$ cat src/rtl/dr_codec_pkg.sv
// Package: shared types and rail-pair helpers for the dual-rail codec.
// Assumes the rail order {one-rail, zero-rail} within each bit pair.
package dr_codec_pkg;

    typedef enum logic {
        TX_IDLE  = 1'b0,
        TX_DRIVE = 1'b1
    } tx_state_e;

    localparam logic [1:0] PAIR_SPACER = 2'b00;

    // Rail pair for one data bit: 1 -> 2'b10, 0 -> 2'b01.
    function automatic logic [1:0] pair_of(input logic b);
        return b ? 2'b10 : 2'b01;
    endfunction

endpackage

$ cat src/rtl/dr_celement.sv
// Module: clocked C-element with N_IN inputs.
// The output goes to 1 when all inputs are 1 and to 0 when all inputs are 0.
// Otherwise it keeps its state. Assumes inputs are stable at each clock edge.
module dr_celement #(
    parameter int N_IN = 2
) (
    input  logic            clk,
    input  logic            rst_n,
    input  logic [N_IN-1:0] in_bits,
    output logic            y
);

    // State update with hysteresis.
    always_ff @(posedge clk) begin
        if (!rst_n)          y <= 1'b0;
        else if (&in_bits)   y <= 1'b1;
        else if (~|in_bits)  y <= 1'b0;
    end

    assert_rise_R4: assert property (@(posedge clk) disable iff (!rst_n)
        (&in_bits) |=> y);
    assert_fall_R5: assert property (@(posedge clk) disable iff (!rst_n)
        (~|in_bits) |=> !y);
    assert_hold_R5: assert property (@(posedge clk) disable iff (!rst_n)
        (|in_bits && !(&in_bits)) |=> $stable(y));

endmodule

$ cat src/rtl/dr_done_tree.sv
// Module: binary completion tree of clocked C-elements over per-bit validity.
// Leaves are padded to a power of two by repeating bit 0. Repeating a bit
// leaves every C-element function unchanged. Latency is $clog2(W) edges.
// Assumes W >= 2.
module dr_done_tree #(
    parameter int W = 8
) (
    input  logic         clk,
    input  logic         rst_n,
    input  logic [W-1:0] valid,
    output logic         done
);

    localparam int DEPTH  = $clog2(W);
    localparam int LEAVES = 1 << DEPTH;

    // Heap-ordered nodes: 1 is the root, LEAVES..2*LEAVES-1 are the leaves.
    logic node [1:2*LEAVES-1];

    for (genvar i = 0; i < LEAVES; i++) begin : g_leaf
        if (i < W) begin : g_real
            assign node[LEAVES+i] = valid[i];
        end else begin : g_pad
            assign node[LEAVES+i] = valid[0];
        end
    end

    for (genvar k = 1; k < LEAVES; k++) begin : g_node
        dr_celement #(.N_IN(2)) u_cel (
            .clk     (clk),
            .rst_n   (rst_n),
            .in_bits ({node[2*k+1], node[2*k]}),
            .y       (node[k])
        );
    end

    assign done = node[1];

endmodule

$ cat src/rtl/dr_tx.sv
// Module: dual-rail transmitter with four-phase return to spacer.
// It launches a word only when idle and completion is low, holds the codeword
// until completion is seen, then drives spacer. Assumes rx_done comes from a
// receiver that watches this bus.
module dr_tx
    import dr_codec_pkg::*;
#(
    parameter int W = 8
) (
    input  logic           clk,
    input  logic           rst_n,
    input  logic           tx_valid,
    input  logic [W-1:0]   tx_data,
    input  logic           rx_done,
    output logic           tx_ready,
    output logic [2*W-1:0] tx_bus
);

    tx_state_e      state;
    logic [2*W-1:0] code;

    // Codeword for the offered data word.
    for (genvar i = 0; i < W; i++) begin : g_enc
        assign code[2*i+1 -: 2] = pair_of(tx_data[i]);
    end

    // Ready only when idle and the previous word has fully drained.
    assign tx_ready = (state == TX_IDLE) && !rx_done;

    // Launch, hold, and return-to-spacer sequencing.
    always_ff @(posedge clk) begin
        if (!rst_n) begin
            state  <= TX_IDLE;
            tx_bus <= '0;
        end else begin
            case (state)
                TX_IDLE: begin
                    if (tx_valid && tx_ready) begin
                        tx_bus <= code;
                        state  <= TX_DRIVE;
                    end
                end
                TX_DRIVE: begin
                    if (rx_done) begin
                        tx_bus <= '0;
                        state  <= TX_IDLE;
                    end
                end
                default: state <= TX_IDLE;
            endcase
        end
    end

    assert_codeword_held_R2: assert property (@(posedge clk) disable iff (!rst_n)
        (|tx_bus && |$past(tx_bus)) |-> $stable(tx_bus));
    assert_launch_after_rtz_R3: assert property (@(posedge clk) disable iff (!rst_n)
        (|tx_bus && !(|$past(tx_bus))) |-> !$past(rx_done));

endmodule

$ cat src/rtl/dr_rx_decode.sv
// Module: dual-rail receive decoder.
// It produces per-bit validity for the completion tree, flags illegal pairs
// stickily, and loads the decoded word on the rising edge of completion.
// Assumes the bus holds the codeword while completion is rising.
module dr_rx_decode #(
    parameter int W = 8
) (
    input  logic           clk,
    input  logic           rst_n,
    input  logic [2*W-1:0] rx_bus,
    input  logic           rx_done,
    output logic [W-1:0]   bit_valid,
    output logic [W-1:0]   rx_word,
    output logic           rx_err
);

    logic [W-1:0] illegal;
    logic [W-1:0] decoded;
    logic         done_d;

    // Per-bit classification of each rail pair.
    for (genvar i = 0; i < W; i++) begin : g_pair
        assign bit_valid[i] = rx_bus[2*i+1] ^ rx_bus[2*i];
        assign illegal[i]   = rx_bus[2*i+1] & rx_bus[2*i];
        assign decoded[i]   = rx_bus[2*i+1];
    end

    // Edge tracking of completion and capture of the word.
    always_ff @(posedge clk) begin
        if (!rst_n) begin
            done_d  <= 1'b0;
            rx_word <= '0;
        end else begin
            done_d <= rx_done;
            if (rx_done && !done_d) rx_word <= decoded;
        end
    end

    // Sticky illegal-code flag.
    always_ff @(posedge clk) begin
        if (!rst_n)        rx_err <= 1'b0;
        else if (|illegal) rx_err <= 1'b1;
    end

    assert_word_hold_R6: assert property (@(posedge clk) disable iff (!rst_n)
        !(rx_done && !done_d) |=> $stable(rx_word));
    assert_err_sticky_R7: assert property (@(posedge clk) disable iff (!rst_n)
        rx_err |=> rx_err);
    assert_err_set_R7: assert property (@(posedge clk) disable iff (!rst_n)
        (|illegal) |=> rx_err);

endmodule

$ cat src/rtl/dr_codec.sv
// Module: top of the dual-rail codec.
// It ties the transmitter, the receive decoder and the completion tree
// together. The transmitter paces itself on this block's own completion,
// so rx_bus is expected to carry tx_bus back. Assumes W >= 2.
module dr_codec #(
    parameter int W = 8
) (
    input  logic           clk,
    input  logic           rst_n,
    input  logic           tx_valid,
    input  logic [W-1:0]   tx_data,
    output logic           tx_ready,
    output logic [2*W-1:0] tx_bus,
    input  logic [2*W-1:0] rx_bus,
    output logic [W-1:0]   rx_word,
    output logic           rx_done,
    output logic           rx_err
);

    logic [W-1:0] bit_valid;

    dr_tx #(.W(W)) u_tx (
        .clk      (clk),
        .rst_n    (rst_n),
        .tx_valid (tx_valid),
        .tx_data  (tx_data),
        .rx_done  (rx_done),
        .tx_ready (tx_ready),
        .tx_bus   (tx_bus)
    );

    dr_rx_decode #(.W(W)) u_rx (
        .clk       (clk),
        .rst_n     (rst_n),
        .rx_bus    (rx_bus),
        .rx_done   (rx_done),
        .bit_valid (bit_valid),
        .rx_word   (rx_word),
        .rx_err    (rx_err)
    );

    dr_done_tree #(.W(W)) u_tree (
        .clk   (clk),
        .rst_n (rst_n),
        .valid (bit_valid),
        .done  (rx_done)
    );

endmodule

$ cat config.mk
export PLATFORM = sky130hd
export DESIGN_NAME = dr_codec
export DESIGN_NICKNAME = d
export VERILOG_FILES = /design/src/rtl/dr_codec_pkg.sv /design/src/rtl/dr_celement.sv /design/src/rtl/dr_done_tree.sv /design/src/rtl/dr_tx.sv /design/src/rtl/dr_rx_decode.sv /design/src/rtl/dr_codec.sv
export SDC_FILE = /design/constraint.sdc
export NUM_CORES = 1
export LEC_CHECK = 0
export ABC_AREA = 1
export BUFFER_PORTS_ARGS = -buffer_cell sky130_fd_sc_hd__buf_4
export CORE_MARGIN = 2
export CORE_UTILIZATION = 50
export DETAILED_ROUTE_END_ITERATION = 6
export GPL_TIMING_DRIVEN = 0
export PLACE_DENSITY = 0.79
export REMOVE_ABC_BUFFERS = 1
export SETUP_SLACK_MARGIN = 0.1
export SLEW_MARGIN = 20
export SYNTH_ARGS = -nofsm -noshare
export SYNTH_HDL_FRONTEND = slang
export SYNTH_SLANG_ARGS = --single-unit
$ cat constraint.sdc
create_clock -name clk -period 2 [get_ports clk]
set_clock_uncertainty 0.2 [all_clocks]
set_input_delay 0.4 -clock clk [delete_from_list [all_inputs] [get_ports clk]]
set_output_delay 0.4 -clock clk [all_outputs]
set_load 0.05 [all_outputs]
Word level (Yosys, flattened, before mapping)
Cells that the tools add are included.
{"block": "classes", "n_addsub": 0, "n_bitwise": 17, "n_reduce_logical": 21, "div": 0, "n_shift": 0, "mul": 0, "eq_ne": 9, "order_cmp": 0, "mux": 28}
{"op": "$mux W16", "count": 2}
{"op": "$pmux W16 S2", "count": 1}
{"op": "$mux W1", "count": 16}
{"op": "$mux W2", "count": 8}
{"op": "$ne A2 B2 Y1 const B", "count": 8}
{"op": "$reduce_and A2 Y1", "count": 8}
{"op": "$reduce_or A2 Y1", "count": 7}
{"op": "$and A1 B1 Y1", "count": 8}
{"op": "$reduce_or A8 Y1", "count": 1}
{"op": "$xor A1 B1 Y1", "count": 8}
{"op": "$logic_and A1 B1 Y1", "count": 3}
{"op": "$logic_not A1 Y1", "count": 2}
{"op": "$ne A2 B1 Y1 const B", "count": 1}
{"op": "$pmux W1 S2", "count": 1}
{"op": "$not A1 Y1", "count": 1}
{"block": "totals", "regBits": 34, "ramBits": 0, "romBits": 0, "wordCells": 87, "memories": 0, "inputBits": 27, "latchBits": 0}

Logic depth before layout (Yosys ltp)
{"block": "logic_depth", "word_depth": 5, "mapped_depth": 6, "ltp_nobuf": 5}

By module
A second synthesis with hierarchy kept.
{"block": "unflattened", "hier_cells": 223, "hier_area_um2": 1652.8}
{"module": "dr_tx", "area_per_inst_um2": 798.3, "instances": 1, "cells_each": 116, "seq_area_each_um2": 340.3}
{"module": "dr_rx_decode", "area_per_inst_um2": 478.0, "instances": 1, "cells_each": 58, "seq_area_each_um2": 200.2}
{"module": "dr_celement", "area_per_inst_um2": 53.8, "instances": 7, "cells_each": 7, "seq_area_each_um2": 20.0}

Worst setup path after synthesis
No wires, ideal clock.
{"block": "synth_timing", "kind": "reg2reg", "start": "register u_tree.g_node[1].u_cel.y", "end": "register u_tx.tx_bus[14]", "setup_time_ns": 0.114, "path_stages_with_launch": 6, "n_path_buf": 1, "period_less_slack_ns": 1.751, "arrival_ns": 1.438, "path_slack_ns": 0.249, "required_ns": 1.686, "path_cell_list": "dfxtp_1 nor2_4 nand2_4 buf_6 nor2_1 nor2_2"}
{"block": "synth_between", "elab_chain_cells": 5, "elab_cells_between_ends": 6}
{"element": "start, declared", "line_no": "dr_celement.sv:10", "rtl": "output logic y"}
{"element": "start signal, assigned", "line_no": "dr_celement.sv:15", "rtl": "if (!rst_n) y <= 1'b0;"}
{"element": "start signal, assigned", "line_no": "dr_celement.sv:16", "rtl": "else if (&in_bits) y <= 1'b1;"}
{"element": "start signal, assigned", "line_no": "dr_celement.sv:17", "rtl": "else if (~|in_bits) y <= 1'b0;"}
{"element": "$logic_not A1 Y1", "line_no": "dr_tx.sv:28", "rtl": "assign tx_ready = (state == TX_IDLE) && !rx_done;"}
{"element": "$logic_and A1 B1 Y1", "line_no": "dr_tx.sv:28"}
{"element": "net tx_ready", "line_no": "dr_codec.sv:12", "rtl": "output logic tx_ready,"}
{"element": "$logic_and A1 B1 Y1", "line_no": "dr_tx.sv:38", "rtl": "if (tx_valid && tx_ready) begin"}
{"element": "$ne A2 B2 Y1 (no source line)"}
{"element": "$reduce_and A2 Y1 (no source line)"}
{"element": "end signal, assigned", "line_no": "dr_tx.sv:39", "rtl": "tx_bus <= code;"}
{"element": "end, declared", "line_no": "dr_tx.sv:16", "rtl": "output logic [2*W-1:0] tx_bus"}
The timed path passes the listed nets, and every way through them passes these cells.
A chain may end at the register's enable or synchronous reset.

Worst setup path after layout
{"block": "layout_timing", "start": "register u_tree.g_node[1].u_cel.y", "end": "output rx_done"}
{"element": "end, declared", "line_no": "dr_codec.sv:16", "rtl": "output logic rx_done,"}
No word-level cell between the ends.

==> impl_metrics.csv <==
group,metric,value,unit
outcome,outcome,"finished, final reports clean",
setup_path,crit_type,"flop to output pin",
pwr,vdd_drop_max,664,uV
placed_design,gp_congestion,0.700,
logic_synthesis,yosys_most_used_dff,"dfxtp_1",
logic_synthesis,post-synth-top-area-fraction,42.2,%
min_path,min_from,"tx_data[6]",
setup_path,cp_max_fo,7,
cells_and_area,synthToLayoutAreaGrowth,28.2,%
cells_and_area,register_area,681,um^2
setup_path,r2r_start,"u_tree.g_node[1].u_cel.y",
pwr,pwr-share-comb,42.2,%
pwr,switching_share,42.7,%
cells_and_area,multi_input_area,782,um^2
placed_design,dpl_cell_area,1990,um^2
cells_and_area,diodes,0,
drt,drt_first_pass_iters,4,
setup_path,end_kind,"output pin",
setup_path,cp_slowest_cell,"dfxtp_1",
timing,hold_ws,89.8,ps
drt,avgRoutedWirePerCell,10.8,um
timing,slew_headroom,63.9,%
min_path,whs_endpoint,"u_tx.tx_bus[13]",
cells_and_area,final_area,2070,um^2
cells_and_area,fillCellCount,288,
logic_synthesis,syn_inst,210,
clock_network,cts.path.max_buffers,2,
timing,fin_crit,1700,ps
setup_path,cp.arrival,1100,ps
global_route,antenna_found_initial,0,
logic_synthesis,synth-edff-count,0,
global_route,grt_pass1_wl,5.61,mm
clock_network,worstSkewPairLatency,340,ps
global_route,grt_usage,20.4,%
pwr,p_per_area,1070,nW/um^2
floorplanning,die-height,60.8,um
setup_path,reg2reg_to,"u_tx.tx_bus[2]",
logic_synthesis,synth.avg_cell_area,7.67,um^2
logic_synthesis,synth_top_area_cell,"dfxtp_1",
min_path,hold_path_depth,3,
floorplanning,placementRows,20,
timing,grt_setup_unrepaired,"false",
global_route,grt_pass1_vias,1377,
setup_path,regToRegSetupSlack,440,ps
floorplanning,ioPinCount,54,
min_path,hold_class,"input port to flop",
clock_network,cts_root_buffer,"clkbuf_4",
timing,worstMarginPinSlew,540,ps
logic_synthesis,yosysSeqAreaShare,42.2,%
drt,route.vias.total,1460,
clock_network,cts_tree,"built",
setup_path,setup.worst_path.start_class,"flop",
drt,wl,3.35,mm
logic_synthesis,synth-seq-cells,34,
cells_and_area,final_nets,306,
setup_path,worstRegToRegCells,5,
clock_network,ctsHoldBuffers,0,
floorplanning,floorplan.initialDensity,52.8,%
clock_network,cts_max_level,2,
pwr,power,0.00221,W
floorplanning,dieArea,3690,um^2
setup_path,cp.required,1400,ps
timing,finalHoldViolations,0,
pwr,p_clk_share,18.6,%
placed_design,numPortBuffers,53,
floorplanning,core-area,3050,um^2
clock_network,cts_buffers,5,
setup_path,crit_cells,1,
cells_and_area,final_core_util,67.7,%
drt,post-route-drc-count,0,
logic_synthesis,synth-async-reset-ratio,0,%
clock_network,cts_sinks,34,
floorplanning,die_w,60.8,um
timing,final.setup.tns,0,ps
logic_synthesis,synth_warnings,0,
clock_network,clk_pin_slew,110,ps
timing,finalCritPeriodShare,84.8,%
setup_path,slowest_delay,510,ps
global_route,grt_max_degree,34,
timing,setup_viol,0,
timing,max_freq,589,MHz
pwr,p_seq_share,39.2,%
pwr,p_int,0.00127,W
setup_path,cp_top_family,"flip-flops",
setup_path,path_buf_inv,1,
flow_run,drv_cap,0,
global_route,overflow,0,
logic_synthesis,synthTopCellsByArea,"dfxtp_1, ha_1, nand2_1, nor2_1, nor2_2",
pwr,power.leakage,1.07,nW
timing,slew_viol_final,0,
drt,final_antenna_net_count,0,
cells_and_area,drive_gt1_share,31.7,%
pwr,switchingPower,0.000942,W
logic_synthesis,synthesis.area,1610,um^2
placed_design,dp_hpwl,2.39,mm
drt,viasPerCell,4.72,
drt,drt_iter0_markers,76,
logic_synthesis,synth_cell_types,18,
setup_path,crit_chain,"buf_4",
cells by family after synthesis:
logic type / Yosys count / share of synthesized area (%)
DFF: 34 / 42.2
and+or+nand+nor: 111 / 30.0
buffers and inverters: 28 / 9.24
adders and majority gates: 15 / 11.6
AOI/OAI and AO/OA: 22 / 6.83
cell type report:
cell class | instances | share of cell area [%]
clock buffers | 6 | 2.48
clock inverters | 2 | 0.606
inverters | 21 | 3.82
multi-input cells | 148 | 37.9
flip-flops and latches | 34 | 32.9
well taps | 44 | 2.67
repair buffers | 54 | 19.6
repair_timing:
item,4_1_cts,5_1_grt
buffers inserted,1,0
gates resized for setup,0,0
endpoints found under the setup margin,1,0
cells in the final DEF (no fill, tap or decap), types with 4 or more instances in the layout:
cell type	netlist	routed
nand3_1	9	9
inv_2	4	4
dfxtp_1	34	34
nand2_1	48	48
inv_1	17	17
a21oi_1	7	7
nor2_1	35	35
buf_4	1	54
clkbuf_4	0	5
o21ai_0	15	15
nor2_2	12	12
ha_1	15	15
nand2_2	4	4
power by group through the flow:
stage	clock, W	combinational [W]	sequential (W)
after global routing	0.000447	0.00103	0.000881
final	0.000411	0.000932	0.000866
after detailed placement	0	0.000924	0.000882
after floorplan	0	0.000343	0.00119
after CTS	0.000423	0.000942	0.000867
after global placement	0	0.000913	0.000877
flip-flops by register name, summed over array words and instances, names as in the netlist:
signal	flops
u_rx.rx_err	1
u_rx.rx_word	8
u_tx.tx_bus	16
u_rx.done_d	1
u_tx.state	1
u_tree.g_node.u_cel.y	7
stage by stage:
step,cells,worst slack (ps)
after floorplan,203,225
after global placement,300,369
after detailed placement,300,356
after CTS,309,272
after global routing,309,223
final,309,303
layer usage:
metal	GRT usage [%]	wire length, um
met5	0	0
met1	23.4	1450
met4	8.70	76
met3	8.10	274
met2	33.8	1540
worst max path at each step:
stage	end	startpoint	slack, ps
CTS	rx_done	u_tree.g_node[1].u_cel.y	270
detailed placement	u_tree.g_node[4].u_cel.y	rx_bus[0]	360
global placement	u_tree.g_node[4].u_cel.y	rx_bus[0]	370
finish	rx_done	u_tree.g_node[1].u_cel.y	300
floorplan	u_tx.tx_bus[11]	u_tree.g_node[1].u_cel.y	230
global route	rx_done	u_tree.g_node[1].u_cel.y	220
cells in the mapped netlist, types with 4 or more instances:
cell,count
a21oi_1,7
buf_6,4
dfxtp_1,34
ha_1,15
inv_1,17
inv_2,4
nand2_1,48
nand2_2,4
nand3_1,9
nor2_1,35
nor2_2,12
o21ai_0,15
Power figures use the tool's default switching activity.
